==> src/rtl/smbmon_pkg.sv <==
package smbmon_pkg;
  typedef struct packed {
    logic       en;
    logic       inh;
    logic       ext;
    logic       ste;
    logic       fte;
    logic [1:0] cs;
  } smb_cfg_t;

  localparam int unsigned NUM_TICK_SRC = 4;
  localparam int unsigned SEL_W        = $clog2(NUM_TICK_SRC);
endpackage

==> src/rtl/smbmon_sync.sv <==
module smbmon_sync #(
  parameter int W      = 2,
  parameter int STAGES = 2
) (
  input  logic         clk,
  input  logic         rst,
  input  logic [W-1:0] d,
  output logic [W-1:0] q
);
  logic [W-1:0] pipe [STAGES];

  always_ff @(posedge clk) begin
    if (rst) begin
      for (int i = 0; i < STAGES; i++) pipe[i] <= '1;
    end else begin
      pipe[0] <= d;
      for (int i = 1; i < STAGES; i++) pipe[i] <= pipe[i-1];
    end
  end

  assign q = pipe[STAGES-1];
endmodule

==> src/rtl/smbmon_cond_detect.sv <==
module smbmon_cond_detect (
  input  logic clk,
  input  logic rst,
  input  logic en,
  input  logic scl_s,
  input  logic sda_s,
  output logic start_o,
  output logic stop_o,
  output logic lines_high_o
);
  logic scl_q, sda_q;

  always_ff @(posedge clk) begin
    if (rst) begin
      scl_q <= 1'b1;
      sda_q <= 1'b1;
    end else begin
      scl_q <= scl_s;
      sda_q <= sda_s;
    end
  end

  assign start_o      = en & scl_q & scl_s & sda_q & ~sda_s;
  assign stop_o       = en & scl_q & scl_s & ~sda_q & sda_s;
  assign lines_high_o = scl_s & sda_s;

  AST_START_STOP_EXCL: assert property (@(posedge clk) disable iff (rst)
    !(start_o && stop_o));
endmodule

==> src/rtl/smbmon_free_timer.sv <==
module smbmon_free_timer
  import smbmon_pkg::*;
#(
  parameter int FREE_PERIODS = 10
) (
  input  logic                    clk,
  input  logic                    rst,
  input  logic                    en,
  input  logic                    fte,
  input  logic                    lines_high,
  input  logic [NUM_TICK_SRC-1:0] ticks,
  input  logic [SEL_W-1:0]        sel,
  output logic                    free_nxt,
  output logic                    free_to_q
);
  localparam int THR   = FREE_PERIODS + 1;
  localparam int CNT_W = $clog2(THR + 1);
  localparam logic [CNT_W-1:0] THR_V = CNT_W'(THR);

  logic [CNT_W-1:0] cnt_q, cnt_nxt;
  logic             tick_sel;

  assign tick_sel = ticks[sel];

  always_comb begin
    if (!(en && lines_high))                cnt_nxt = '0;
    else if (tick_sel && (cnt_q != THR_V))  cnt_nxt = cnt_q + 1'b1;
    else                                    cnt_nxt = cnt_q;
  end

  assign free_nxt = en & fte & (cnt_nxt == THR_V);

  always_ff @(posedge clk) begin
    if (rst) begin
      cnt_q     <= '0;
      free_to_q <= 1'b0;
    end else begin
      cnt_q     <= cnt_nxt;
      free_to_q <= free_nxt;
    end
  end

  always_comb begin
    AST_CNT_SATURATES: assert (rst || cnt_q <= THR_V);
  end

  AST_LOW_CLEARS_CNT: assert property (@(posedge clk) disable iff (rst)
    !lines_high |=> (cnt_q == '0));

  AST_NO_FTE_NO_FREE: assert property (@(posedge clk) disable iff (rst)
    !fte |=> !free_to_q);
endmodule

==> src/rtl/smb_bus_monitor.sv <==
module smb_bus_monitor
  import smbmon_pkg::*;
#(
  parameter int SYNC_STAGES  = 2,
  parameter int FREE_PERIODS = 10
) (
  input  logic       clk,
  input  logic       rst,
  input  logic       scl_in,
  input  logic       sda_in,
  input  logic       cfg_we,
  input  logic [7:0] cfg_wdata,
  output logic [7:0] cfg_rdata,
  input  logic       tick_t0_ovf,
  input  logic       tick_t1_ovf,
  input  logic       tick_t2h_ovf,
  input  logic       tick_t2l_ovf,
  input  logic       slave_evt_in,
  input  logic       master_evt_in,
  output logic       irq_out,
  output logic       bus_busy,
  output logic       free_timeout,
  output logic       hold_ext,
  output logic       to_reload,
  output logic       to_count_en
);
  smb_cfg_t   cfg_q;
  logic [1:0] lines_s;
  logic       start_p, stop_p, lines_high;
  logic       free_nxt, free_to_q;
  logic       busy_q, reload_q, count_q, irq_q;
  logic       unused_wbit;

  assign unused_wbit = cfg_wdata[5];

  // configuration register, bit 5 is the read-only busy flag
  always_ff @(posedge clk) begin
    if (rst) begin
      cfg_q <= '0;
    end else if (cfg_we) begin
      cfg_q.en  <= cfg_wdata[7];
      cfg_q.inh <= cfg_wdata[6];
      cfg_q.ext <= cfg_wdata[4];
      cfg_q.ste <= cfg_wdata[3];
      cfg_q.fte <= cfg_wdata[2];
      cfg_q.cs  <= cfg_wdata[1:0];
    end
  end

  smbmon_sync #(.W(2), .STAGES(SYNC_STAGES)) sync_i (
    .clk (clk),
    .rst (rst),
    .d   ({scl_in, sda_in}),
    .q   (lines_s)
  );

  smbmon_cond_detect cond_i (
    .clk          (clk),
    .rst          (rst),
    .en           (cfg_q.en),
    .scl_s        (lines_s[1]),
    .sda_s        (lines_s[0]),
    .start_o      (start_p),
    .stop_o       (stop_p),
    .lines_high_o (lines_high)
  );

  smbmon_free_timer #(.FREE_PERIODS(FREE_PERIODS)) free_i (
    .clk        (clk),
    .rst        (rst),
    .en         (cfg_q.en),
    .fte        (cfg_q.fte),
    .lines_high (lines_high),
    .ticks      ({tick_t2l_ovf, tick_t2h_ovf, tick_t1_ovf, tick_t0_ovf}),
    .sel        (cfg_q.cs),
    .free_nxt   (free_nxt),
    .free_to_q  (free_to_q)
  );

  always_ff @(posedge clk) begin
    if (rst) begin
      busy_q   <= 1'b0;
      reload_q <= 1'b0;
      count_q  <= 1'b0;
      irq_q    <= 1'b0;
    end else begin
      if (!cfg_q.en)              busy_q <= 1'b0;
      else if (start_p)           busy_q <= 1'b1;
      else if (stop_p || free_nxt) busy_q <= 1'b0;
      reload_q <= cfg_q.en & cfg_q.ste & lines_s[1];
      count_q  <= cfg_q.en & cfg_q.ste & ~lines_s[1];
      irq_q    <= cfg_q.en & (master_evt_in | (slave_evt_in & ~cfg_q.inh));
    end
  end

  assign cfg_rdata    = {cfg_q.en, cfg_q.inh, busy_q, cfg_q.ext,
                         cfg_q.ste, cfg_q.fte, cfg_q.cs};
  assign bus_busy     = busy_q;
  assign free_timeout = free_to_q;
  assign hold_ext     = cfg_q.ext;
  assign to_reload    = reload_q;
  assign to_count_en  = count_q;
  assign irq_out      = irq_q;

  AST_DISABLED_NOT_BUSY: assert property (@(posedge clk) disable iff (rst)
    !cfg_q.en |=> !busy_q);
  AST_START_SETS_BUSY: assert property (@(posedge clk) disable iff (rst)
    start_p |=> busy_q);
  AST_STOP_CLEARS_BUSY: assert property (@(posedge clk) disable iff (rst)
    stop_p |=> !busy_q);
  AST_TIMER_CTRL_EXCL: assert property (@(posedge clk) disable iff (rst)
    !(to_reload && to_count_en));
  AST_INHIBIT_SLAVE: assert property (@(posedge clk) disable iff (rst)
    (cfg_q.inh && !master_evt_in) |=> !irq_out);
endmodule

==> config.mk <==
export PLATFORM = sky130hd
export DESIGN_NAME = smb_bus_monitor
export DESIGN_NICKNAME = d
export VERILOG_FILES = /design/src/rtl/smbmon_pkg.sv /design/src/rtl/smbmon_sync.sv /design/src/rtl/smbmon_cond_detect.sv /design/src/rtl/smbmon_free_timer.sv /design/src/rtl/smb_bus_monitor.sv
export SDC_FILE = /design/constraint.sdc
export NUM_CORES = 1
export LEC_CHECK = 0
export ABC_AREA = 0
export CAP_MARGIN = 20
export CORE_MARGIN = 1
export CORE_UTILIZATION = 46
export DETAILED_ROUTE_END_ITERATION = 7
export GPL_TIMING_DRIVEN = 0
export PLACE_DENSITY_LB_ADDON = 0.25
export RECOVER_POWER = 100
export SYNTH_ARGS = -nofsm -noshare
export SYNTH_HDL_FRONTEND = slang
export SYNTH_SLANG_ARGS = --single-unit
==> constraint.sdc <==
create_clock -name clk -period 2.4 [get_ports clk]
set_clock_uncertainty 0.1 [all_clocks]
set_input_delay 0.48 -clock clk [delete_from_list [all_inputs] [get_ports clk]]
set_output_delay 0.48 -clock clk [all_outputs]
set_load 0.01 [all_outputs]
Word level (Yosys, flattened, before mapping)
Memories as Yosys holds them, arrays and structs flattened.
Index checks and enable logic that the tools add are counted.
Widths: inputs -> output; s select.
{ "op_classes": {"addsub": 1, "magnitude_cmp": 1, "eq_ne": 2, "muxes": 11, "bitwise": 22, "reduce_logical": 5} }
{ "op_table": {"columns": ["op", "count"], "rows": [
  ["$and 1x1->1", 14],
  ["$mux 4", 2],
  ["$mux 1", 6],
  ["$not 1->1", 5],
  ["$add 4x1->4 const B", 1],
  ["$eq 4x4->1 const B", 1],
  ["$mux 2", 2],
  ["$ne 4x4->1 const B", 1],
  ["$lt 2x3->1 const B", 1],
  ["$or 1x1->1", 3],
  ["$bmux 1 s2", 1],
  ["$logic_and 1x1->1", 2],
  ["$reduce_bool 2->1", 1],
  ["$reduce_or 2->1", 1],
  ["$logic_or 1x1->1", 1]
]} }
{ "totals": {"ff_bits": 18, "mem_bits_rw": 4, "out_inout_bits": 14, "elab_cells": 57, "n_memories": 1} }
{ "memory_table": {"columns": ["memory", "words", "word_bits", "rd", "rd_ports_with_merged_regs", "write_ports", "line", "text"], "rows": [
  ["sync_i.pipe", 2, 2, 2, 0, 2, "smbmon_sync.sv:10", "logic [W-1:0] pipe [STAGES];"]
]} }

Logic depth before layout (Yosys ltp)
{ "depth": {"word_depth": 10, "depth_mapped": 5, "ltp_nobuf": 5} }

By module
From an unflattened synthesis, not the netlist that was laid out.
{ "hier_totals": {"hier_cells": 87, "hier_area_um2": 892.1} }
{ "by_module_without_submodules": {"columns": ["mod", "n_inst", "cells_each", "area_each_um2", "seq_area_each_um2"], "rows": [
  ["smb_bus_monitor", 1, 38, 411.6, 220.2],
  ["smbmon_free_timer", 1, 30, 274.0, 100.1],
  ["smbmon_sync", 1, 10, 120.1, 80.1],
  ["smbmon_cond_detect", 1, 9, 86.3, 40.0]
]} }

Worst setup path before layout
OpenSTA, ideal clock, no wires.
{ "synth_path": {"path_type": "register -> register", "from": "register cfg_q (netlist bit cfg_rdata[0])", "to": "register free_i.cnt_q[2]", "setup_time_ps": 116, "arrival_time_ps": 1315, "required_time_ps": 2184, "path_slack_ps": 869, "stages_incl_launch_ff": 5, "n_path_buf": 0, "path_cell_list": "dfxtp_1 > mux4_2 > nand2_1 > nor4_1 > a31o_1"} }
{ "synth_via": {"elab_chain_cells": 5} }
{ "synth_lines": {"columns": ["item", "line", "text"], "rows": [
  ["start: declaration", "smb_bus_monitor.sv:27", "smb_cfg_t cfg_q;"],
  ["$bmux 1 s2", "smbmon_free_timer.sv:23", "assign tick_sel = ticks[sel];"],
  ["$mux 1 (implied by the code)", "smbmon_free_timer.sv:23", null],
  ["$logic_and 1x1->1", "smbmon_free_timer.sv:27", "else if (tick_sel && (cnt_q != THR_V)) cnt_nxt = cnt_q + 1'b1;"],
  ["$mux 4", "smbmon_free_timer.sv:27", null],
  ["$mux 4", "smbmon_free_timer.sv:26", "if (!(en && lines_high)) cnt_nxt = '0;"],
  ["end signal: assignment", "smbmon_free_timer.sv:38", "cnt_q <= cnt_nxt;"],
  ["end: declaration", "smbmon_free_timer.sv:20", "logic [CNT_W-1:0] cnt_q, cnt_nxt;"]
]} }
No other way between the ends. The select of a mux whose other input is x is not followed.
A chain may end at the register's enable or synchronous reset.

Final worst setup path
{ "layout_path": {"from": "register, netlist name cfg_rdata[2]", "to": "output port cfg_rdata[2]"} }
{ "layout_lines": {"columns": ["item", "line", "text"], "rows": [
  ["end: declaration", "smb_bus_monitor.sv:13", "output logic [7:0] cfg_rdata,"]
]} }
No word-level cell between the ends.

==> impl_metrics.py <==
metrics = {
    "outcome": {
        "outcome": "finished, final reports clean",
    },
    "synth": {
        "syn_nets": 108,
        "yosys-top-cells-area": "dfxtp_1, mux2i_1, nor2_1",
        "synth_cell_types": 30,
        "yosysTopAreaCell": "dfxtp_1",
        "synthSimpleGateAreaFrac_pct": 20.4,
        "netlist_instances": 88,
        "syn-mean-instance-area_um2": 10.2,
        "ys_ff_latch": 22,
        "synthAdderAreaFrac_pct": 1.40,
        "synth-edff-count": 0,
        "synth_top_area_share_pct": 49.2,
        "yosysSeqAreaShare_pct": 49.2,
        "synth_ff_type": "dfxtp_1",
        "synthMuxAreaShare_pct": 12.6,
        "async_flop_share_pct": 0,
        "synth_warnings": 0,
        "syn-cell-area_um2": 895,
        "synth_top_family_by_area": "simple AND/OR/NAND/NOR gates",
        "synth-xor-area-share_pct": 2.94,
        "synth_compound_area_share_pct": 7.97,
    },
    "grt": {
        "grtUsageTotal_pct": 19.9,
        "antenna_found_initial": 0,
        "grt_pass1_vias": 682,
        "gr-total-overflow": 0,
        "grt_max_degree": 12,
        "grt_pass1_wl_um": 2900,
    },
    "clocking": {
        "clockRootBuffer": "clkbuf_4",
        "ctsHtreeMaxLevel": 1,
        "clock-sinks": 22,
        "tritoncts": "done",
        "cts_resized": 0,
        "clk_latency_ns": 0.29,
        "cts_setup_buffers": 0,
        "clk_pin_slew_ns": 0.11,
        "numCtsBuffers": 3,
        "cts_hold_buf": 0,
        "clockBufferDepth": 2,
    },
    "final_layout": {
        "diodes": 0,
        "largest_register_ffs": 6,
        "synthToLayoutAreaGrowth_pct": 38.7,
        "fin_nets": 143,
        "finalCoreUtilization_pct": 69.6,
        "drive_gt1_share_pct": 12.4,
        "fill_cells": 141,
    },
    "critical_path": {
        "cpMaxStageDelayCell": "dlygate4sd3_1",
        "regToRegStartpoint": "free_i.cnt_q[0]$_SDFF_PP0_",
        "cp_data_arrival_time_ns": 1.41,
        "crit_cells": 2,
        "regToRegEndpoint": "bus_busy$_SDFFE_PP0P_",
        "worstSetupEndpointType": "output port",
        "slowest_delay_ns": 0.59,
        "crit_fanout": 4,
        "endpoint": "cfg_rdata[2]",
        "critical_path.startpoint_type": "register",
        "critPathTopFamily": "buffers and inverters",
        "critPathRequiredTime_ns": 1.82,
        "reg2reg_slack_ns": 0.80,
        "reg2reg_depth": 4,
        "crit_path_start": "cfg_rdata[2]$_SDFFE_PP0P_",
        "critical_path_class": "reg2out",
        "path_cells": "buf_4 -> dlygate4sd3_1",
        "crit_buf_inv": 2,
    },
    "run": {
        "cap_violations": 0,
    },
    "timing": {
        "setup_violations": 0,
        "maxSlewHeadroom_pct": 67.4,
        "period_share_pct": 83.1,
        "finalCriticalPeriod_ns": 1.99,
        "tns_ns": 0,
        "fmax_mhz": 501,
        "tightest_slew_ns": 0.489,
        "hold_viol_final": 0,
        "drv_slew": 0,
        "rsz0062_at_grt": "false",
    },
    "routing": {
        "drt-total-wl_um": 1760,
        "routed-via-count": 723,
        "first_iter_violations": 11,
        "drc_errors": 0,
        "wl_per_cell_um": 12.0,
        "ant_nets": 0,
        "first_pass_iters": 4,
        "via_per_inst": 4.95,
    },
    "die": {
        "core_mm2": 0.00178,
        "initial_core_util_pct": 50.2,
        "die_y_um": 46.1,
        "die_area_mm2": 0.00213,
        "rows": 15,
        "io_pins": 33,
        "dieWidth_um": 46.1,
    },
    "pwr": {
        "peakVddDrop_mv": 0.408,
        "leakagePower_uw": 0.000535,
        "powerDensity_mw_per_mm2": 512,
    },
    "worst_hold_path": {
        "min_path_type": "reg2reg",
        "whs_path_depth": 1,
    },
    "place": {
        "gp_congestion": 0.841,
        "port_buffers": 30,
        "place_hpwl_um": 1390,
    },
}
synthesized netlist by cell type, drive strengths merged (2+ instances only):
| master | n |
|---|---|
| or2 | 6 |
| xor2 | 2 |
| and3 | 2 |
| nand2 | 5 |
| dfxtp | 22 |
| a21oi | 2 |
| nor2 | 11 |
| buf | 4 |
| clkbuf | 2 |
| inv | 3 |
| mux2i | 9 |
| nand4b | 2 |
| nand3 | 2 |
per-layer routing:
layer	part of all wire (%)	wire [um]	global-route usage (%)	vias to the layer above
met1	45	791	24.0	324
li1	-	-	-	373
met5	0	0	0	-
met3	4.4	78	3.53	2
met4	1.5	26	13.5	0
met2	49	860	31.8	24
area by class of cell:
cell class | instances | area, um2 | share of cell area, %
inverter | 3 | 11.3 | 0.907
sequential | 22 | 440 | 35.5
timing repair buffer | 30 | 300 | 24.2
tap | 25 | 31.3 | 2.52
clock buffer | 3 | 22.5 | 1.81
buffer | 6 | 37.5 | 3.02
multi-input combinational | 57 | 398 | 32.1
how the worst min path moves through the flow:
stage	start	to	slack (ns)
3_3_place_gp	sync_i.pipe[0][1]$_SDFF_PP1_	sync_i.pipe[0][3]$_SDFF_PP1_	0.29
4_1_cts	sync_i.pipe[0][1]$_SDFF_PP1_	sync_i.pipe[0][3]$_SDFF_PP1_	0.34
5_1_grt	sync_i.pipe[0][1]$_SDFF_PP1_	sync_i.pipe[0][3]$_SDFF_PP1_	0.36
2_1_floorplan	sync_i.pipe[0][0]$_SDFF_PP1_	sync_i.pipe[0][2]$_SDFF_PP1_	0.29
3_5_place_dp	sync_i.pipe[0][1]$_SDFF_PP1_	sync_i.pipe[0][3]$_SDFF_PP1_	0.31
6_report	sync_i.pipe[0][1]$_SDFF_PP1_	sync_i.pipe[0][3]$_SDFF_PP1_	0.33
report_power, final:
group | internal, uW | leakage (uW) | switching (uW)
sequential | 377 | 0.000180 | 11.2
combinational | 56.1 | 0.000341 | 32.8
clock | 58.3 | 0.0000138 | 99.1
total | 492 | 0.000535 | 143
cells in the final DEF, fill, tap and decap left out, types with 2 or more instances in the layout:
cell	n
clkbuf_1	2
clkdlybuf4s50_1	14
or2_2	6
clkbuf_4	3
dlygate4sd3_1	16
buf_4	4
nor2_1	11
nand3_1	2
nand2_1	5
inv_1	3
dfxtp_1	22
mux2i_1	9
nand4b_1	2
a21oi_1	2
and3_1	2
xor2_1	2
cells by family (layout without fill, tap and decap cells):
logic type | Yosys count | after routing
buffers and inverters | 9 | 42
muxes | 10 | 10
DFF | 22 | 22
and+or+nand+nor | 35 | 35
AOI/OAI and AO/OA | 8 | 8
adders and majority gates | 1 | 1
xor gates and xnor gates | 3 | 3
per-stage QoR:
step / power (uW) / hold slack (ns) / worst slack, ns / area (um2) / instances
floorplan: 439 / 0.289 / 0.869 / 895 / 88
global placement: 488 / 0.293 / 0.416 / 1230 / 143
detailed placement: 492 / 0.311 / 0.382 / 1230 / 143
CTS: 649 / 0.338 / 0.461 / 1250 / 146
global route: 663 / 0.355 / 0.332 / 1240 / 146
finish: 635 / 0.333 / 0.405 / 1240 / 146
(Power assumes the default switching activity.)
